==> src/rtl/rtc_spi_pkg.sv <==
package rtc_spi_pkg;
    // Controller states
    typedef enum logic [2:0] {
        ST_IDLE,
        ST_CMD,
        ST_WR,
        ST_RD,
        ST_SKIP
    } spi_state_t;

    // Command byte bit positions
    localparam int unsigned CMD_READ_BIT   = 2;
    localparam int unsigned CMD_SINGLE_BIT = 3;
endpackage

==> src/rtl/rtc_spi_sync.sv <==
module rtc_spi_sync #(
    parameter int STAGES = 2
) (
    input  logic clk,
    input  logic rst_n,
    input  logic cs_i,
    input  logic sclk_i,
    input  logic mosi_i,
    output logic cs_o,
    output logic mosi_o,
    output logic rise_o,
    output logic fall_o
);
    logic [STAGES-1:0] cs_p;
    logic [STAGES-1:0] sclk_p;
    logic [STAGES-1:0] mosi_p;
    logic              sclk_last;

    always_ff @(posedge clk or negedge rst_n) begin
        if (!rst_n) begin
            cs_p      <= '0;
            sclk_p    <= '0;
            mosi_p    <= '0;
            sclk_last <= 1'b0;
        end else begin
            cs_p      <= {cs_p[STAGES-2:0], cs_i};
            sclk_p    <= {sclk_p[STAGES-2:0], sclk_i};
            mosi_p    <= {mosi_p[STAGES-2:0], mosi_i};
            sclk_last <= sclk_p[STAGES-1];
        end
    end

    assign cs_o   = cs_p[STAGES-1];
    assign mosi_o = mosi_p[STAGES-1];
    assign rise_o = sclk_p[STAGES-1] & ~sclk_last;
    assign fall_o = ~sclk_p[STAGES-1] & sclk_last;

    // a detected edge is a single-cycle pulse
    assert_edge_pulse_R2: assert property (@(posedge clk) disable iff (!rst_n)
        (rise_o || fall_o) |=> !(rise_o || fall_o));
endmodule

==> src/rtl/rtc_reg_file.sv <==
module rtc_reg_file #(
    parameter int DW        = 8,
    parameter int AW        = 4,
    parameter int CTL1_ADDR = 14,
    parameter int CTL2_ADDR = 15,
    parameter int HOLE_ADDR = 13,
    parameter int FMT_BIT   = 5,
    parameter int OSC_BIT   = 4
) (
    input  logic          clk,
    input  logic          rst_n,
    input  logic          wr_en,
    input  logic [AW-1:0] wr_addr,
    input  logic [DW-1:0] wr_data,
    input  logic [AW-1:0] rd_addr,
    output logic [DW-1:0] rd_data,
    output logic          fmt_24h,
    output logic          osc_stop
);
    localparam int NREG = 1 << AW;

    logic [DW-1:0] regs_w [NREG];

    for (genvar g = 0; g < NREG; g++) begin : g_cell
        if (g == HOLE_ADDR) begin : g_hole
            // unimplemented location
            assign regs_w[g] = '0;
        end else if (g == CTL2_ADDR) begin : g_ctl2
            logic [DW-1:0] cell_q;
            always_ff @(posedge clk or negedge rst_n) begin
                if (!rst_n) begin
                    cell_q <= DW'(1) << OSC_BIT;
                end else if (wr_en && wr_addr == AW'(g)) begin
                    for (int b = 0; b < DW; b++) begin
                        if (b == OSC_BIT) cell_q[b] <= cell_q[b] & wr_data[b];
                        else              cell_q[b] <= wr_data[b];
                    end
                end
            end
            assign regs_w[g] = cell_q;
        end else begin : g_plain
            logic [DW-1:0] cell_q;
            always_ff @(posedge clk or negedge rst_n) begin
                if (!rst_n)                             cell_q <= '0;
                else if (wr_en && wr_addr == AW'(g))    cell_q <= wr_data;
            end
            assign regs_w[g] = cell_q;
        end
    end

    assign rd_data  = regs_w[rd_addr];
    assign fmt_24h  = regs_w[CTL1_ADDR][FMT_BIT];
    assign osc_stop = regs_w[CTL2_ADDR][OSC_BIT];

    // the stop flag can never be set after reset
    assert_osc_no_set_R8: assert property (@(posedge clk) disable iff (!rst_n)
        !$rose(osc_stop));

    // writing 0 into the flag bit clears it
    assert_osc_clear_R8: assert property (@(posedge clk) disable iff (!rst_n)
        (wr_en && wr_addr == AW'(CTL2_ADDR) && !wr_data[OSC_BIT]) |=> !osc_stop);

    // format pin follows the written control bit
    assert_fmt_follow_R9: assert property (@(posedge clk) disable iff (!rst_n)
        (wr_en && wr_addr == AW'(CTL1_ADDR)) |=> (fmt_24h == $past(wr_data[FMT_BIT])));
endmodule

==> src/rtl/rtc_spi_fsm.sv <==
module rtc_spi_fsm
    import rtc_spi_pkg::*;
#(
    parameter int DW = 8,
    parameter int AW = 4
) (
    input  logic          clk,
    input  logic          rst_n,
    input  logic          cs_s,
    input  logic          mosi_s,
    input  logic          sclk_rise,
    input  logic          sclk_fall,
    input  logic [DW-1:0] rd_data,
    output logic [AW-1:0] rd_addr,
    output logic          wr_en,
    output logic [AW-1:0] wr_addr,
    output logic [DW-1:0] wr_data,
    output logic          miso
);
    localparam int CW = $clog2(DW);

    spi_state_t    state_q, state_d;
    logic [CW-1:0] bit_cnt_q;
    logic [DW-1:0] rx_q, rx_next, tx_q;
    logic [AW-1:0] addr_q, addr_d;
    logic          burst_q;
    logic          miso_q;
    logic          byte_done;

    assign rx_next   = {rx_q[DW-2:0], mosi_s};
    assign byte_done = cs_s && sclk_fall && (bit_cnt_q == CW'(DW-1));

    // State register
    always_ff @(posedge clk or negedge rst_n) begin
        if (!rst_n) state_q <= ST_IDLE;
        else        state_q <= state_d;
    end

    // Next state
    always_comb begin
        state_d = state_q;
        if (!cs_s) begin
            state_d = ST_IDLE;
        end else begin
            unique case (state_q)
                ST_IDLE: state_d = ST_CMD;
                ST_CMD:  if (byte_done) state_d = rx_next[CMD_READ_BIT] ? ST_RD : ST_WR;
                ST_WR:   if (byte_done && !burst_q) state_d = ST_SKIP;
                ST_RD:   state_d = ST_RD;
                ST_SKIP: state_d = ST_SKIP;
                default: state_d = ST_IDLE;
            endcase
        end
    end

    // Address selection: command load, burst step, or hold
    always_comb begin
        addr_d = addr_q;
        if (byte_done) begin
            if (state_q == ST_CMD)
                addr_d = rx_next[DW-1 -: AW];
            else if ((state_q == ST_WR || state_q == ST_RD) && burst_q)
                addr_d = addr_q + 1'b1;
        end
    end

    // Outputs and datapath
    always_ff @(posedge clk or negedge rst_n) begin
        if (!rst_n) begin
            bit_cnt_q <= '0;
            rx_q      <= '0;
            tx_q      <= '0;
            addr_q    <= '0;
            burst_q   <= 1'b0;
            miso_q    <= 1'b0;
        end else begin
            addr_q <= addr_d;
            if (!cs_s) begin
                bit_cnt_q <= '0;
                rx_q      <= '0;
            end else if (sclk_fall) begin
                rx_q      <= rx_next;
                bit_cnt_q <= byte_done ? '0 : bit_cnt_q + 1'b1;
            end
            if (byte_done && state_q == ST_CMD)
                burst_q <= ~rx_next[CMD_SINGLE_BIT];
            if (byte_done && state_d == ST_RD)
                tx_q <= rd_data;
            else if (state_q == ST_RD && sclk_rise)
                tx_q <= {tx_q[DW-2:0], 1'b0};
            if (state_d != ST_RD)
                miso_q <= 1'b0;
            else if (state_q == ST_RD && sclk_rise)
                miso_q <= tx_q[DW-1];
        end
    end

    assign rd_addr = addr_d;
    assign wr_en   = byte_done && (state_q == ST_WR);
    assign wr_addr = addr_q;
    assign wr_data = rx_next;
    assign miso    = miso_q;

    // chip select rising always leads into command reception
    assert_cmd_first_R1: assert property (@(posedge clk) disable iff (!rst_n)
        $rose(cs_s) |=> (state_q == ST_CMD));

    // chip select low aborts the transfer
    assert_cs_abort_R11: assert property (@(posedge clk) disable iff (!rst_n)
        !cs_s |=> (state_q == ST_IDLE && bit_cnt_q == '0));

    // MISO quiet outside read state
    assert_miso_quiet_R12: assert property (@(posedge clk) disable iff (!rst_n)
        (state_q != ST_RD) |-> !miso);

    // burst address steps by one, wrapping
    assert_burst_step_R4: assert property (@(posedge clk) disable iff (!rst_n)
        (byte_done && burst_q && (state_q == ST_WR || state_q == ST_RD))
        |=> (addr_q == AW'($past(addr_q) + 1'b1)));

    // single-mode address never moves after the command
    assert_single_hold_R6: assert property (@(posedge clk) disable iff (!rst_n)
        (!burst_q && (state_q == ST_WR || state_q == ST_RD || state_q == ST_SKIP))
        |=> $stable(addr_q));

    // single write is followed by discarding
    assert_single_wr_R5: assert property (@(posedge clk) disable iff (!rst_n)
        (wr_en && !burst_q) |=> (state_q == ST_SKIP));
endmodule

==> src/rtl/spi_rtc_regs.sv <==
module spi_rtc_regs #(
    parameter int DW          = 8,
    parameter int AW          = 4,
    parameter int SYNC_STAGES = 2
) (
    input  logic clk,
    input  logic rst_n,
    input  logic spi_cs,
    input  logic spi_sclk,
    input  logic spi_mosi,
    output logic spi_miso,
    output logic fmt_24h,
    output logic osc_stop
);
    logic          cs_s, mosi_s, sclk_rise, sclk_fall;
    logic          wr_en;
    logic [AW-1:0] wr_addr, rd_addr;
    logic [DW-1:0] wr_data, rd_data;

    rtc_spi_sync #(.STAGES(SYNC_STAGES)) i_sync (
        .clk    (clk),
        .rst_n  (rst_n),
        .cs_i   (spi_cs),
        .sclk_i (spi_sclk),
        .mosi_i (spi_mosi),
        .cs_o   (cs_s),
        .mosi_o (mosi_s),
        .rise_o (sclk_rise),
        .fall_o (sclk_fall)
    );

    rtc_spi_fsm #(.DW(DW), .AW(AW)) i_fsm (
        .clk       (clk),
        .rst_n     (rst_n),
        .cs_s      (cs_s),
        .mosi_s    (mosi_s),
        .sclk_rise (sclk_rise),
        .sclk_fall (sclk_fall),
        .rd_data   (rd_data),
        .rd_addr   (rd_addr),
        .wr_en     (wr_en),
        .wr_addr   (wr_addr),
        .wr_data   (wr_data),
        .miso      (spi_miso)
    );

    rtc_reg_file #(.DW(DW), .AW(AW)) i_regs (
        .clk      (clk),
        .rst_n    (rst_n),
        .wr_en    (wr_en),
        .wr_addr  (wr_addr),
        .wr_data  (wr_data),
        .rd_addr  (rd_addr),
        .rd_data  (rd_data),
        .fmt_24h  (fmt_24h),
        .osc_stop (osc_stop)
    );
endmodule

==> config.mk <==
export PLATFORM = sky130hd
export DESIGN_NAME = spi_rtc_regs
export DESIGN_NICKNAME = d
export VERILOG_FILES = /design/src/rtl/rtc_spi_pkg.sv /design/src/rtl/rtc_spi_sync.sv /design/src/rtl/rtc_reg_file.sv /design/src/rtl/rtc_spi_fsm.sv /design/src/rtl/spi_rtc_regs.sv
export SDC_FILE = /design/constraint.sdc
export NUM_CORES = 1
export LEC_CHECK = 0
export ABC_AREA = 0
export CAP_MARGIN = 20
export CELL_PAD_IN_SITES_DETAIL_PLACEMENT = 1
export CELL_PAD_IN_SITES_GLOBAL_PLACEMENT = 2
export CORE_ASPECT_RATIO = 1.75
export CORE_MARGIN = 2
export CORE_UTILIZATION = 40
export DETAILED_ROUTE_END_ITERATION = 10
export PLACE_DENSITY = 0.71
export SKIP_LAST_GASP = 1
export SLEW_MARGIN = 20
export SYNTH_ARGS = -nofsm -noshare
export SYNTH_HDL_FRONTEND = slang
export SYNTH_SLANG_ARGS = --single-unit
==> constraint.sdc <==
create_clock -name clk -period 3.9 [get_ports clk]
set_clock_uncertainty 0.1 [all_clocks]
set_input_delay 0.585 -clock clk [delete_from_list [all_inputs] [get_ports clk]]
set_output_delay 0.585 -clock clk [all_outputs]
set_load 0.03 [all_outputs]
Word-level counts from Yosys, hierarchy flattened
Cells that the tools add are included.
- bits in registers: 154
- bits in latches: 0
- RAM bits: 0
- ROM bits: 0
- word-level logic and storage cells: 107
- memories: 0
- add/sub/neg operators: 2
- multipliers: 0
- div/mod/pow operators: 0
- order comparisons: 1
- eq/ne operators: 22
- shifts and indexed selects: 0
- multiplexer cells: 20
- bitwise operators: 7
- reduce and logical (&&, ||, !) cells: 29
- operators by type and width (kind ; number):
    $bmux W8 S4 ; 1
    $mux W8 ; 4
    $eq A4 B4 Y1 const B ; 7
    $logic_and A1 B1 Y1 ; 23
    $mux W3 ; 6
    $eq A4 B3 Y1 const B ; 4
    $pmux W3 S5 ; 1
    $mux W7 ; 2
    $mux W4 ; 3
    $eq A3 B2 Y1 const B ; 3
    $eq A4 B2 Y1 const B ; 2
    $eq A3 B3 Y1 const B ; 2
    $ge A5 B5 Y1 const B ; 1
    $not A4 Y5 ; 1
    $add A4 B1 Y4 const B ; 1
    $eq A4 B1 Y1 const B ; 1
    $logic_not A4 Y1 ; 1
    $reduce_bool A2 Y1 ; 2
    $add A3 B1 Y3 const B ; 1
    $and A1 B1 Y1 ; 3
    $eq A3 B1 Y1 const B ; 1
    $logic_not A3 Y1 ; 1
    $mux W1 ; 3
    $ne A3 B2 Y1 const B ; 1
    4 further kinds ; 6

Depth between registers and ports, before layout
Gate-level depths: netlist of run 1.
- word-level depth: 11
- depth in mapped cells: 14
- mapped depth without buffers: 10

Hierarchy
Synthesis of run 1 repeated with hierarchy kept, for this count alone.
- cells, all modules: 492
- area, all modules: 7200.7 um2
- by module, submodules not included (module ; times used ; cells each ; area an instance (um2)):
    rtc_reg_file ; 1 ; 364 ; 5596.6
    rtc_spi_fsm ; 1 ; 119 ; 1413.9
    rtc_spi_sync ; 1 ; 9 ; 190.2

Worst setup path before layout of run 1
Ideal clock, no wire load.
- kind: reg-to-reg
- start point: reg i_fsm.bit_cnt_q[0]
- end point: reg i_fsm.tx_q[0]
- setup time: 0.129 ns
- arrival: 2.468 ns
- required time: 3.671 ns
- path slack: 1.203 ns
- cell stages (with the launch flop): 12
- path buffers: 1
- cell sequence: dfrtp_1 -> ha_1 -> ha_1 -> and4b_1 -> a31o_2 -> and2_1 -> buf_4 -> inv_4 -> mux4_2 -> and4_1 -> a211oi_1 -> o21ai_1
- longest elaborated chain between the ends: 9
- elaborated cells on any way between the ends: 16
- those cells by class: eq/ne: 2; mux: 9; bitwise: 1; reduce/logical: 4
- ends and longest elaborated chain (item ; RTL line ; RTL):
    from (decl) ; rtc_spi_fsm.sv:23 ; logic [CW-1:0] bit_cnt_q;
    from (signal assigned) ; rtc_spi_fsm.sv:83 ; bit_cnt_q <= byte_done ? '0 : bit_cnt_q + 1'b1;
    $eq A3 B3 Y1 (*) ; rtc_spi_fsm.sv:31 ; assign byte_done = cs_s && sclk_fall && (bit_cnt_q == CW'(DW-1));
    $logic_and A1 B1 Y1 (*) ; rtc_spi_fsm.sv:31 ;
    $logic_and A1 B1 Y1 ; rtc_spi_fsm.sv:48 ; ST_WR: if (byte_done && !burst_q) state_d = ST_SKIP;
    $mux W3 ; rtc_spi_fsm.sv:48 ;
    $pmux W3 S5 ; rtc_spi_fsm.sv:45 ; unique case (state_q)
    $mux W3 ; rtc_spi_fsm.sv:42 ; if (!cs_s) begin
    $eq A3 B2 Y1 ; rtc_spi_fsm.sv:87 ; if (byte_done && state_d == ST_RD)
    $logic_and A1 B1 Y1 ; rtc_spi_fsm.sv:87 ;
    $mux W8 or $reduce_bool A2 Y1 (tied branches) ; - ;
    to (signal assigned) ; rtc_spi_fsm.sv:88 ; tx_q <= rd_data;
    to (signal assigned) ; rtc_spi_fsm.sv:90 ; tx_q <= {tx_q[DW-2:0], 1'b0};
    to (decl) ; rtc_spi_fsm.sv:24 ; logic [DW-1:0] rx_q, rx_next, tx_q;
Every way passes the cells marked *; elsewhere a longest branch is shown, timed or not. The select of a mux whose other input is x is not followed.
A chain may end at the register's enable or synchronous reset.

Worst setup path in the final report of run 1
Same ends and word-level chain as after synthesis.

==> flow_summary.yaml, run 1 <==
worst_setup_path:
  worst_setup_path_start_kind: "flop"
  critical_path_arrival_ps: 3590
  endpoint_kind: "flop"
  rr_worst_depth: 10
  critPathMaxFanout: 25
  worstPathCellList: "ha_1 > ha_1 > and4b_1 > a31o_2 > and2_1 > inv_4 > mux4_2 > and4_1 > a211oi_1 > o21ai_1"
  critPathKind: "reg -> reg"
  max_stage_delay_ps: 570
  cp_common_cell: "ha_1"
  slowest_stage: "mux4_2"
  required_ps: 4120
drt:
  drc: 0
  wl_met2_um: 11300
  ant_nets: 0
  wl_um: 20700
  via_per_inst: 5.63
  top_layer: "met4"
  drt-wirelength-per-cell_um: 23.3
  vias: 4990
  drtIter0Drc: 291
  firstDrtPassIters: 4
  wl_met3_um: 391
  route.layer.met1.wl_um: 8240
clock_tree:
  clock_latency_ps: 440
  cts_buffers: 17
  postCtsSetupRepairBufs: 0
  root_buffer: "clkbuf_16"
  htree_levels: 4
  numClockSinks: 154
  clk_pin_slew_worst_paths_ps: 70
  cts_hold_buf: 0
  tritoncts: "done"
  cts_buffer_depth: 2
  ctsResizeCount: 0
grt:
  grt_max_degree: 76
  grt_pass1_vias: 5391
  grt_overflow: 0
  antenna_found_initial: 0
  grt_pass1_wl_um: 32500
  grt_use_total_pct: 22.9
synth:
  syn_area_um2: 7240
  synth_top_cells_by_area: "dfrtp_1, mux2_2, nand2_1"
  ys.flop_type: "dfrtp_1"
  syn_inst: 639
  synth_top_area_share_pct: 52.8
  ys_types: 56
  synth_edf_count: 0
  avgSynthCellArea_um2: 11.3
  synth-seq-area-share_pct: 53.2
  yosys_warnings: 0
  synth.net_count: 650
  synth_top_cell_by_area: "dfrtp_1"
  synth-seq-cells: 154
  async_flop_share_pct: 100
floorplan:
  rows: 65
  pin_count: 8
  die_area_um2: 19200
  die_h_um: 182
  core_um2: 17900
  die_x_um: 106
  start_util_pct: 40.5
pwr:
  ir_worst_vdd_uv: 244
  p_sw_share_pct: 22.3
  cellPowerDensity_nw_per_um2: 411
  p_int_mw: 2.60
  p_seq_share_pct: 48.3
  combPwrFrac_pct: 1.7
  fin_total_pwr_mw: 3.34
  power_switching_uw: 746
  power_leakage_nw: 3.83
  clkPwrFrac_pct: 50.0
timing:
  rsz0062_at_grt: "no"
  fmax_ghz: 0.296
  min_period_over_period_pct: 86.5
  fin_ws_ps: 526
  setup_violations: 0
  relSlewSlack_pct: 41.9
  slew_viol_final: 0
  finalSetupTns_ps: 0
  finalCriticalPeriod_ps: 3370
  worstMarginPinSlew_ps: 872
  hold_viol_final: 0
placement:
  place.gp.congestion: 0.906
  port_buffers: 7
  dp_slack_ps: 535
  place_hpwl_um: 14300
  place_inst: 854
final_layout:
  final_nets: 650
  syn_to_final_growth_pct: 12.2
  finalNonFillerCells: 886
  seq_area_um2: 3850
  drive_above_1_share_pct: 26.1
  antenna_cells: 0
  multi_input_area_um2: 3160
  nFillCells: 1930
run_status:
  status: "completed"
worst_hold_path:
  hold_path_class: "in -> async"
flow_run:
  max_cap_viol_count: 0
-- layout make-up --
class / instances / area share [%]
multi-input combinational: 437 / 38.9
sequential: 154 / 47.4
timing repair buffer: 20 / 2.23
inverter: 9 / 0.477
clock buffer: 19 / 5.57
tap: 234 / 3.60
clock inverter: 13 / 1.74
-- through the flow --
step           hold WS (ps)  util (%)  area, um2
2_1_floorplan           189         -       7240
3_3_place_gp            237      42.1       7530
3_5_place_dp            244      42.1       7530
4_1_cts                77.7      45.4       8130
5_1_grt                 103      45.4       8130
6_report               40.5      45.4       8130
-- registers in the layout, indices dropped and copies added, names as in the netlist --
name and count:
i_fsm.bit_cnt_q 3, i_fsm.burst_q 1, i_fsm.miso 1, i_fsm.rx_q 7
i_fsm.state_q 3, i_fsm.tx_q 8, i_fsm.wr_addr 4, i_regs.g_cell.g_ctl2.cell_q 8
i_regs.g_cell.g_plain.cell_q 112, i_sync.cs_p 2, i_sync.mosi_p 2, i_sync.sclk_last 1
i_sync.sclk_p 2
-- path summary, 6_finish.rpt --
kind	startpoint	endpoint	slack [ps]
worst max-delay path	i_fsm.bit_cnt_q[0]$_DFFE_PN0P_	i_fsm.tx_q[0]$_DFFE_PN0P_	530
worst min-delay path	rst_n	i_sync.cs_p[1]$_DFF_PN0_	40
worst max register to register	i_fsm.bit_cnt_q[0]$_DFFE_PN0P_	i_fsm.tx_q[0]$_DFFE_PN0P_	530
worst min register to register	i_sync.cs_p[0]$_DFF_PN0_	i_sync.cs_p[1]$_DFF_PN0_	260
max in group asynchronous	rst_n	i_regs.g_cell[4].g_plain.cell_q[4]$_DFFE_PN0P_	2810
min in group clk	i_sync.cs_p[0]$_DFF_PN0_	i_sync.cs_p[1]$_DFF_PN0_	260
-- cells in the final DEF (no fill, tap or decap), drive strengths merged, types with 7 or more instances in the layout --
master  netlist  routed
a21boi       10      10
a21oi        16      16
a22oi         7       7
a31oi         7       7
buf          13      14
clkbuf       26      19
clkinv        0       8
dfrtp       153     153
inv           9      12
mux2        112     112
mux2i        17      17
nand2       106     106
nand3        30      30
nor2         22      22
nor3          9       9
o21ai        32      32
-- power groups by stage --
stage	Sequential, mW	Combinational, mW	Clock (mW)
after floorplan	1.64	0.0156	0
after global placement	1.65	0.0574	0
after detailed placement	1.65	0.0586	0
after CTS	1.62	0.0584	1.71
after global routing	1.62	0.0644	1.78
final	1.62	0.0555	1.67
-- kinds of logic after synthesis --
family,share of synthesized area [%]
buffers and inverters,3.13
AOI/OAI and AO/OA,9.46
muxes,20.4
adders and majority gates,1.04
DFF,53.2
and+or+nand+nor,12.8
-- routing by layer --
layer	track usage, %	vias up
met3	3.84	38
met1	25.7	2594
li1	-	2289
met4	10.7	0
met5	0	-
met2	41.7	69
-- cells in the mapped netlist, types with 4 or more instances --
library cell and n:
nor2b_1 4, buf_2 6, nor3_1 6, ha_1 6, mux2_2 112, a31oi_1 7, a22o_1 5, dfrtp_1 153
nand3_1 30, a22oi_1 6, a21boi_0 10, nand2_1 106, and3_1 4, o21ai_0 27, nor2_1 21, clkbuf_1 26
inv_1 7, a21oi_1 16, mux2i_1 17, o21ai_1 5, a32oi_1 5
-- worst max-delay path: cells and delay by family, from the launching register on --
kind | cells | cell delay (ps)
compound gates | 3 | 550
mux | 1 | 570
simple gates | 3 | 860
fa+ha+maj | 2 | 450
buf+inv | 1 | 310
flops | 1 | 410
No activity file was read; power rests on OpenSTA's default activity.
==> inputs of run 2 (changes only) <==
--- a/config.mk
+++ b/config.mk
@@ -14,7 +14,6 @@
 export CORE_UTILIZATION = 40
 export DETAILED_ROUTE_END_ITERATION = 10
 export PLACE_DENSITY = 0.71
-export SKIP_LAST_GASP = 1
 export SLEW_MARGIN = 20
 export SYNTH_ARGS = -nofsm -noshare
 export SYNTH_HDL_FRONTEND = slang
==> results of run 2 <==
Same layout as run 1: the final DEF is identical, and so are final timing and power.
